## src/rtl/sdirq_pkg.sv

```systemverilog
package sdirq_pkg;

    localparam int REG_W     = 16;
    localparam int ADDR_W    = 2;
    localparam int NUM_EDGE  = 4;
    localparam int EDGE_LSB  = 4;
    localparam int BIT_CARD  = 8;

    // Implemented bits of every register: 8..4
    localparam logic [REG_W-1:0] IMPL_MASK = 16'h01F0;

    // Polarity per edge bit, index 0 = bit 4 ... index 3 = bit 7; 1 = rising
    localparam logic [NUM_EDGE-1:0] RISE_SEL = 4'b0111;

    typedef enum logic [ADDR_W-1:0] {
        SEL_STATUS = 2'd0,
        SEL_ST_EN  = 2'd1,
        SEL_SIG_EN = 2'd2,
        SEL_NONE   = 2'd3
    } reg_sel_e;

    typedef struct packed {
        logic gone;     // bit 7
        logic arrived;  // bit 6
        logic rd_rdy;   // bit 5
        logic wr_rdy;   // bit 4
    } edge_evt_t;

    function automatic logic [REG_W-1:0] compose_status(
        input logic [NUM_EDGE-1:0] sticky,
        input logic                card
    );
        logic [REG_W-1:0] w;
        w = '0;
        w[EDGE_LSB +: NUM_EDGE] = sticky;
        w[BIT_CARD]             = card;
        return w;
    endfunction

endpackage

```

## src/rtl/sdirq_edge.sv

```systemverilog
module sdirq_edge #(
    parameter int              N        = 4,
    parameter logic [N-1:0]    RISE_SEL = '1
) (
    input  logic         clk,
    input  logic         rst,
    input  logic [N-1:0] lvl,
    output logic [N-1:0] evt
);
    logic [N-1:0] prev_q;

    // During reset the history tracks the live level, so no edge at release
    always_ff @(posedge clk) begin
        prev_q <= lvl;
    end

    for (genvar i = 0; i < N; i++) begin : g_pol
        if (RISE_SEL[i]) begin : g_rise
            assign evt[i] = !rst && lvl[i] && !prev_q[i];
        end else begin : g_fall
            assign evt[i] = !rst && !lvl[i] && prev_q[i];
        end
    end
endmodule

```

## src/rtl/sdirq_latch.sv

```systemverilog
module sdirq_latch #(
    parameter int N = 4
) (
    input  logic         clk,
    input  logic         rst,
    input  logic [N-1:0] evt,
    input  logic [N-1:0] clr,
    input  logic [N-1:0] en,
    output logic [N-1:0] stat
);
    logic [N-1:0] stat_q;

    for (genvar i = 0; i < N; i++) begin : g_bit
        always_ff @(posedge clk) begin
            if (rst)
                stat_q[i] <= 1'b0;
            else if (!en[i])
                stat_q[i] <= 1'b0;
            else if (evt[i])
                stat_q[i] <= 1'b1;       // set beats clear
            else if (clr[i])
                stat_q[i] <= 1'b0;
        end
    end

    assign stat = stat_q;
endmodule

```

## src/rtl/sdirq_card.sv

```systemverilog
module sdirq_card (
    input  logic clk,
    input  logic rst,
    input  logic line,
    input  logic window,
    input  logic bus_4bit,
    input  logic en,
    output logic stat
);
    logic smp_q;
    logic take;

    assign take = !bus_4bit || window;

    always_ff @(posedge clk) begin
        if (rst || !en)
            smp_q <= 1'b0;
        else if (take)
            smp_q <= line;
    end

    assign stat = smp_q;
endmodule

```

## src/rtl/sdirq_top.sv

```systemverilog
module sdirq_top
    import sdirq_pkg::*;
(
    input  logic              clk,
    input  logic              rst,
    input  logic              card_present,
    input  logic              rd_buf_avail,
    input  logic              wr_buf_avail,
    input  logic              card_irq_line,
    input  logic              irq_window,
    input  logic              bus_4bit,
    input  logic              reg_wr,
    input  logic [ADDR_W-1:0] reg_wr_addr,
    input  logic [REG_W-1:0]  reg_wr_data,
    input  logic [ADDR_W-1:0] reg_rd_addr,
    output logic [REG_W-1:0]  reg_rd_data,
    output logic              host_irq
);
    logic [REG_W-1:0]    st_en_q;
    logic [REG_W-1:0]    sig_en_q;
    logic                irq_q;
    edge_evt_t           evt;
    edge_evt_t           lvl;
    logic [NUM_EDGE-1:0] clr;
    logic [NUM_EDGE-1:0] sticky;
    logic                card_stat;
    logic [REG_W-1:0]    status;
    reg_sel_e            wsel;
    reg_sel_e            rsel;

    assign wsel = reg_sel_e'(reg_wr_addr);
    assign rsel = reg_sel_e'(reg_rd_addr);

    assign lvl = '{gone: card_present, arrived: card_present,
                   rd_rdy: rd_buf_avail, wr_rdy: wr_buf_avail};

    sdirq_edge #(.N(NUM_EDGE), .RISE_SEL(RISE_SEL)) u_edge (
        .clk (clk),
        .rst (rst),
        .lvl (lvl),
        .evt (evt)
    );

    assign clr = (reg_wr && wsel == SEL_STATUS) ?
                 reg_wr_data[EDGE_LSB +: NUM_EDGE] : '0;

    sdirq_latch #(.N(NUM_EDGE)) u_latch (
        .clk  (clk),
        .rst  (rst),
        .evt  (evt),
        .clr  (clr),
        .en   (st_en_q[EDGE_LSB +: NUM_EDGE]),
        .stat (sticky)
    );

    sdirq_card u_card (
        .clk      (clk),
        .rst      (rst),
        .line     (card_irq_line),
        .window   (irq_window),
        .bus_4bit (bus_4bit),
        .en       (st_en_q[BIT_CARD]),
        .stat     (card_stat)
    );

    assign status = compose_status(sticky, card_stat);

    always_ff @(posedge clk) begin
        if (rst) begin
            st_en_q  <= '0;
            sig_en_q <= '0;
        end else if (reg_wr) begin
            if (wsel == SEL_ST_EN)  st_en_q  <= reg_wr_data & IMPL_MASK;
            if (wsel == SEL_SIG_EN) sig_en_q <= reg_wr_data & IMPL_MASK;
        end
    end

    always_ff @(posedge clk) begin
        if (rst) irq_q <= 1'b0;
        else     irq_q <= |(status & sig_en_q);
    end
    assign host_irq = irq_q;

    always_comb begin
        unique case (rsel)
            SEL_STATUS: reg_rd_data = status;
            SEL_ST_EN:  reg_rd_data = st_en_q;
            SEL_SIG_EN: reg_rd_data = sig_en_q;
            default:    reg_rd_data = '0;
        endcase
    end

    // ---------------- assertions ----------------
    assert_gone_R1: assert property (@(posedge clk) disable iff (rst)
        (evt.gone && st_en_q[7]) |=> status[7]);
    assert_arrived_R2: assert property (@(posedge clk) disable iff (rst)
        (evt.arrived && st_en_q[6]) |=> status[6]);
    assert_rdrdy_R3: assert property (@(posedge clk) disable iff (rst)
        (evt.rd_rdy && st_en_q[5]) |=> status[5]);
    assert_wrrdy_R4: assert property (@(posedge clk) disable iff (rst)
        (evt.wr_rdy && st_en_q[4]) |=> status[4]);
    assert_w1c_R5: assert property (@(posedge clk) disable iff (rst)
        (reg_wr && wsel == SEL_STATUS && reg_wr_data[7] && !evt.gone) |=> !status[7]);
    assert_setwins_R6: assert property (@(posedge clk) disable iff (rst)
        (reg_wr && wsel == SEL_STATUS && reg_wr_data[5] && evt.rd_rdy && st_en_q[5])
        |=> status[5]);
    assert_masked_R8: assert property (@(posedge clk) disable iff (rst)
        !st_en_q[4] |=> !status[4]);
    assert_card_hold_R9: assert property (@(posedge clk) disable iff (rst)
        (bus_4bit && !irq_window && st_en_q[BIT_CARD]) |=> $stable(status[BIT_CARD]));
    assert_card_off_R10: assert property (@(posedge clk) disable iff (rst)
        !st_en_q[BIT_CARD] |=> !status[BIT_CARD]);
    assert_irq_quiet_R11: assert property (@(posedge clk) disable iff (rst)
        ((status & sig_en_q) == '0) |=> !host_irq);

    always_comb begin
        assert_rsvd_R12: assert ((reg_rd_data & ~IMPL_MASK) == '0);
    end
endmodule

```

## config.mk

```make
export PLATFORM = sky130hd
export DESIGN_NAME = sdirq_top
export DESIGN_NICKNAME = d
export VERILOG_FILES = /design/src/rtl/sdirq_pkg.sv /design/src/rtl/sdirq_edge.sv /design/src/rtl/sdirq_latch.sv /design/src/rtl/sdirq_card.sv /design/src/rtl/sdirq_top.sv
export SDC_FILE = /design/constraint.sdc
export NUM_CORES = 1
export LEC_CHECK = 0
export ABC_AREA = 1
export BUFFER_PORTS_ARGS = -buffer_cell sky130_fd_sc_hd__buf_4
export CELL_PAD_IN_SITES_DETAIL_PLACEMENT = 0
export CELL_PAD_IN_SITES_GLOBAL_PLACEMENT = 1
export CORE_MARGIN = 2
export CORE_UTILIZATION = 31
export CTS_CLUSTER_DIAMETER = 50
export CTS_CLUSTER_SIZE = 10
export DETAILED_ROUTE_END_ITERATION = 7
export GPL_ROUTABILITY_DRIVEN = 0
export PLACE_DENSITY_LB_ADDON = 0.15
export SETUP_SLACK_MARGIN = 0.5
export SLEW_MARGIN = 20
export SYNTH_ARGS = -nofsm -noshare
export SYNTH_HDL_FRONTEND = slang
export SYNTH_SLANG_ARGS = --single-unit
```

## constraint.sdc

```tcl
create_clock -name clk -period 2.3 [get_ports clk]
set_input_delay 0.575 -clock clk [delete_from_list [all_inputs] [get_ports clk]]
set_output_delay 0.575 -clock clk [all_outputs]
set_load 0.02 [all_outputs]
```

## Yosys cells after proc, flatten, opt, wreduce, memory -nomap -nowiden

Cells that the tools add are included.

- Bits in registers: 19
- Output and inout port bits: 17
- Word-level logic and storage cells: 59

- Eq/ne operators: 4
- Muxes and demuxes: 10
- Bitwise operators: 5
- Reduce and logical (&&, ||, !) cells: 31

Operators with widths:

| operator | number |
|---|---|
| $pmux W9 S3 | 1 |
| $reduce_or A16 Y1 | 1 |
| $and A9 B9 Y9 | 1 |
| $logic_and A1 B1 Y1 | 9 |
| $mux W1 | 8 |
| $reduce_bool A2 Y1 | 4 |
| $reduce_or A2 Y1 | 4 |
| $logic_not A1 Y1 | 7 |
| $eq A2 B1 Y1 const B | 2 |
| $eq A2 B2 Y1 const B | 2 |
| $logic_not A2 Y1 | 2 |
| $mux W4 | 1 |
| $not A1 Y1 | 4 |
| $reduce_and A2 Y1 | 2 |
| $logic_or A1 B1 Y1 | 2 |

## Longest topological paths before layout

- Word-level depth: 5
- Mapped depth: 5

## Hierarchy

From an unflattened synthesis, not the netlist that was laid out.

- Cells, all modules: 162
- Area, all modules: 1038.5 um^2

By module, submodules not included:

| module | times used | cells each | area an instance (um^2) | sequential area each (um^2) |
|---|---|---|---|---|
| sdirq_top | 1 | 115 | 685.7 | 220.2 |
| sdirq_latch | 1 | 25 | 178.9 | 80.1 |
| sdirq_edge | 1 | 13 | 113.9 | 80.1 |
| sdirq_card | 1 | 9 | 60.1 | 20.0 |

## Worst setup path after synthesis

Ideal clock, no wire load.

- Kind: input to output
- Start point: input reg_rd_addr[1]
- End point: output reg_rd_data[7]
- Arrival: 1.107 ns
- Required time: 1.725 ns
- Slack: 0.618 ns
- Cell stages on the path: 4
- Buffers on the path: 0
- Cells stage by stage: inv_1 nor2_1 nand2_1 nand3_1

- Longest elaborated chain between the ends: 2
- Elaborated cells between the ends (all ways): 4
- Classes of those cells: eq/ne: 2; mux: 1; reduce/logical: 1

RTL lines:

| element | RTL line | source |
|---|---|---|
| start: declaration | sdirq_top.sv:15 | `input logic [ADDR_W-1:0] reg_rd_addr,` |
| $eq A2 B2 Y1 (tied with other cells) | sdirq_top.sv:85 | `unique case (rsel)` |
| $pmux W9 S3 (*) | sdirq_top.sv:85 |  |
| end: declaration | sdirq_top.sv:16 | `output logic [REG_W-1:0] reg_rd_data,` |

Mark *: on every way between the ends. The rest lies on a longest branch, timed or not.

## Worst setup path in the final report

- Start point: input reg_rd_addr[1]
- End point: output reg_rd_data[5]

The elaborated chain is that of the path after synthesis.

==> impl_metrics.xml <==
<?xml version="1.0" encoding="UTF-8"?>
<metrics>
  <group name="global_routing">
    <metric name="grt_pass1_vias" unit="">727</metric>
    <metric name="antenna_found_initial" unit="">0</metric>
    <metric name="grt_start_max_net_pins" unit="">16</metric>
    <metric name="grt_first_pass_wirelength" unit="mm">3.26</metric>
    <metric name="grt_usage" unit="%">12.8</metric>
    <metric name="grt_overflow" unit="">0</metric>
  </group>
  <group name="critical_path">
    <metric name="critical-path-top-delay-family" unit="">buffers and inverters</metric>
    <metric name="reg2regPathDepth" unit="">3</metric>
    <metric name="crit_slowest_cell" unit="">buf_4</metric>
    <metric name="critical_path.endpoint_type" unit="">output pin</metric>
    <metric name="crit_fanout" unit="">6</metric>
    <metric name="cp_num_buf_inv" unit="">4</metric>
    <metric name="crit_chain" unit="">buf_8, clkinvlp_4, buf_4, nand3_1, nand3_2, buf_6</metric>
    <metric name="critPathArrivalTime" unit="ns">1.24</metric>
    <metric name="timing_worst_setup_path_type" unit="">input pin to output pin</metric>
    <metric name="r2r-start" unit="">u_edge.prev_q[2]</metric>
    <metric name="worst_path_largest_cell_delay" unit="ns">0.17</metric>
    <metric name="cp-start-kind" unit="">input pin</metric>
    <metric name="r2r_end" unit="">u_latch.stat[3]</metric>
    <metric name="timing.reg2reg.setup_slack" unit="ns">1.49</metric>
    <metric name="cp.required" unit="ns">1.73</metric>
  </group>
  <group name="place">
    <metric name="port_bufs" unit="">23</metric>
    <metric name="postPlaceCellArea" unit="um^2">1060</metric>
    <metric name="placement.setup.worst_slack" unit="ns">0.362</metric>
    <metric name="place.detailed.hpwl" unit="mm">1.49</metric>
    <metric name="numPlacedInstances" unit="">183</metric>
  </group>
  <group name="floorplan">
    <metric name="core_region_area" unit="um^2">2760</metric>
    <metric name="fp-row-count" unit="">19</metric>
    <metric name="io-pin-count" unit="">46</metric>
    <metric name="die_area" unit="um^2">3350</metric>
    <metric name="initial_core_util" unit="%">32.6</metric>
    <metric name="die_width" unit="um">57.9</metric>
    <metric name="die-height" unit="um">57.9</metric>
  </group>
  <group name="synth">
    <metric name="syn_area_per_cell" unit="um^2">6.87</metric>
    <metric name="largest_cells_by_area_after_synthesis" unit="">dfxtp_1 42%, nand2_1 13%, nor2_1 10%</metric>
    <metric name="synthesis_stage_register_bit_count" unit="">19</metric>
    <metric name="yosys_warnings" unit="">0</metric>
    <metric name="post-synth-top-area-fraction" unit="%">42.3</metric>
    <metric name="mappedNetlistArea" unit="um^2">900</metric>
    <metric name="yosysTopAreaCell" unit="">dfxtp_1</metric>
    <metric name="seq_area_frac_synth" unit="%">42.3</metric>
    <metric name="synthesis.instances" unit="">131</metric>
    <metric name="yosys.cell_types.count" unit="">13</metric>
  </group>
  <group name="outcome">
    <metric name="run_status" unit="">complete, no violations</metric>
  </group>
  <group name="sta">
    <metric name="report.final.setup_viol" unit="">0</metric>
    <metric name="finalHoldViolations" unit="">0</metric>
    <metric name="slew_viol_final" unit="">0</metric>
    <metric name="fin_worst_skew" unit="ns">0.00244</metric>
    <metric name="rsz0062_at_grt" unit="">true</metric>
    <metric name="final.period_utilization" unit="%">78.8</metric>
    <metric name="hold-worst-slack" unit="ns">0.384</metric>
    <metric name="final.setup.worst_slack" unit="ns">0.488</metric>
    <metric name="accumulated_negative_setup_slack" unit="ns">0</metric>
    <metric name="final_period_minus_worst_setup_slack" unit="ns">1.81</metric>
    <metric name="max_freq" unit="MHz">552</metric>
  </group>
  <group name="clocking">
    <metric name="clock_insertion_delay_worst_skew" unit="ns">0.30</metric>
    <metric name="clock-root-buffer" unit="">clkbuf_4</metric>
    <metric name="htree_num_levels" unit="">1</metric>
    <metric name="number_of_buffers_inserted_during_clock_tree_synthesis" unit="">3</metric>
    <metric name="clock-sinks" unit="">19</metric>
    <metric name="worst_setup_hold_path_clk_slew" unit="ns">0.10</metric>
    <metric name="maximum_clock_path_buffer_count" unit="">2</metric>
    <metric name="cts_tree" unit="">done</metric>
  </group>
  <group name="layout">
    <metric name="mostFrequentLayoutCells" unit="">29 x nand2_1, 23 x nor2_1, 19 x dfxtp_1</metric>
    <metric name="antenna_cells_inserted" unit="">0</metric>
    <metric name="final_common_cell" unit="">nand2_1</metric>
    <metric name="final_net_count" unit="">187</metric>
    <metric name="flow.area_growth_from_synthesis" unit="%">29.2</metric>
    <metric name="fraction_of_layout_cells_with_a_size_suffix_above_1" unit="%">26.1</metric>
    <metric name="final_cell_area" unit="um^2">1160</metric>
    <metric name="layoutNonFillerInstCount" unit="">188</metric>
    <metric name="fillerInstances" unit="">294</metric>
  </group>
  <group name="drt">
    <metric name="routed_via_density" unit="">4.43</metric>
    <metric name="detail_route.first_pass.iterations" unit="">4</metric>
    <metric name="drc_errors" unit="">0</metric>
    <metric name="drt_wl_total" unit="mm">1.95</metric>
    <metric name="routed_wire_length_per_instance" unit="um">10.4</metric>
    <metric name="detailedRoute.firstIterationViolations" unit="">5</metric>
    <metric name="final_antenna_net_count" unit="">0</metric>
    <metric name="routed-via-count" unit="">832</metric>
  </group>
  <group name="power">
    <metric name="fraction_of_power_consumed_by_sequential_logic" unit="%">56.1</metric>
    <metric name="power.clock.fraction" unit="%">27.0</metric>
    <metric name="pwr-share-comb" unit="%">16.9</metric>
    <metric name="power_density" unit="nW/um^2">539</metric>
    <metric name="net-switching-power" unit="uW">173</metric>
    <metric name="power.internal" unit="uW">453</metric>
    <metric name="largest_voltage_drop_on_the_vdd_net" unit="uV">243</metric>
    <metric name="p_sw_share" unit="%">27.6</metric>
    <metric name="power.static_leakage" unit="uW">0.000548</metric>
  </group>
  <group name="hold_path">
    <metric name="hold_path_startpoint" unit="">rd_buf_avail</metric>
    <metric name="timing.hold.worst.class" unit="">input pin to flip-flop</metric>
    <metric name="hold-path-cell-count" unit="">1</metric>
    <metric name="min_to" unit="">u_edge.prev_q[1]</metric>
  </group>
  <group name="run">
    <metric name="max_cap_violations" unit="">0</metric>
  </group>
</metrics>
[final cells by class]
type | instances | area, um^2 | area share, %
clock buffers | 4 | 26.3 | 2.26
inverters | 10 | 43.8 | 3.77
multi-input cells | 100 | 467 | 40.2
flip-flops and latches | 19 | 380 | 32.7
well taps | 31 | 38.8 | 3.34
repair buffers | 24 | 206 | 17.8
[power by group through the flow]
| stage | registers (uW) | clock network [uW] | logic, uW |
|---|---|---|---|
| 2_1_floorplan | 356 | 0 | 69.9 |
| 3_3_place_gp | 358 | 0 | 96.7 |
| 3_5_place_dp | 358 | 0 | 97.4 |
| 4_1_cts | 351 | 174 | 107 |
| 5_1_grt | 353 | 200 | 118 |
| 6_report | 351 | 169 | 106 |
[worst register-to-register path, cell delays in order, from the launching register on]
cell,delay (ns)
dfxtp_1,0.32
inv_1,0.04
or2_2,0.26
a21oi_1,0.13
[cell usage after synthesis]
| master | instances |
|---|---|
| conb_1 | 1 |
| nand3_1 | 16 |
| nand2_1 | 30 |
| buf_2 | 1 |
| o21ai_0 | 10 |
| or2_2 | 1 |
| inv_1 | 8 |
| buf_4 | 11 |
| dfxtp_1 | 19 |
| nand3_2 | 2 |
| clkinv_2 | 2 |
| a21oi_1 | 5 |
| nor2_1 | 25 |
[what timing repair did]
item                                    CTS  global route
buffers inserted                          1             0
endpoints found under the hold margin     0             0
endpoints found under the setup margin    5             5
hold buffers                              0             0
pin swaps                                 5             1
gates resized for setup                  17             0
[state kept, by name, indices dropped and copies added (netlist names)]
signal and cells:
u_edge.prev_q 3, host_irq 1, u_card.stat 1, u_latch.stat 4, st_en_q 5, sig_en_q 5
[logic make-up (layout without fill, tap and decap cells)]
kind of cell    count (synthesis)  count (layout)  share of synthesized area [%]
other cells                     1              11                          0.417
buf+inv                        22              38                           14.2
flops                          19              19                           42.3
simple gates                   74              74                           34.8
compound gates                 15              15                           8.34
[per-stage QoR]
stage                     total power [uW]  utilization (%)
after floorplan                        425                -
after global placement                 455             38.5
after detailed placement               455             38.5
after CTS                              632             42.2
after global routing                   671             42.2
final                                  626             42.2
[worst max-delay path by stage]
stage | slack (ns) | from | to | cells after the start
floorplan | 0.62 | reg_rd_addr[1] | reg_rd_data[7] | 4
global placement | 0.33 | reg_rd_addr[1] | reg_rd_data[7] | 6
detailed placement | 0.36 | reg_rd_addr[1] | reg_rd_data[7] | 6
CTS | 0.48 | reg_rd_addr[1] | reg_rd_data[4] | 6
global route | 0.44 | reg_rd_addr[0] | reg_rd_data[4] | 5
finish | 0.49 | reg_rd_addr[1] | reg_rd_data[5] | 6
[routing by layer]
layer  track usage [%]  wire length [um]  up-vias
li1                  -                 -      447
met1              18.0               976      356
met2              19.2               830       25
met3              2.68               109        4
met4              4.98                30        0
met5                 0                 0        -
(Power assumes the default switching activity.)
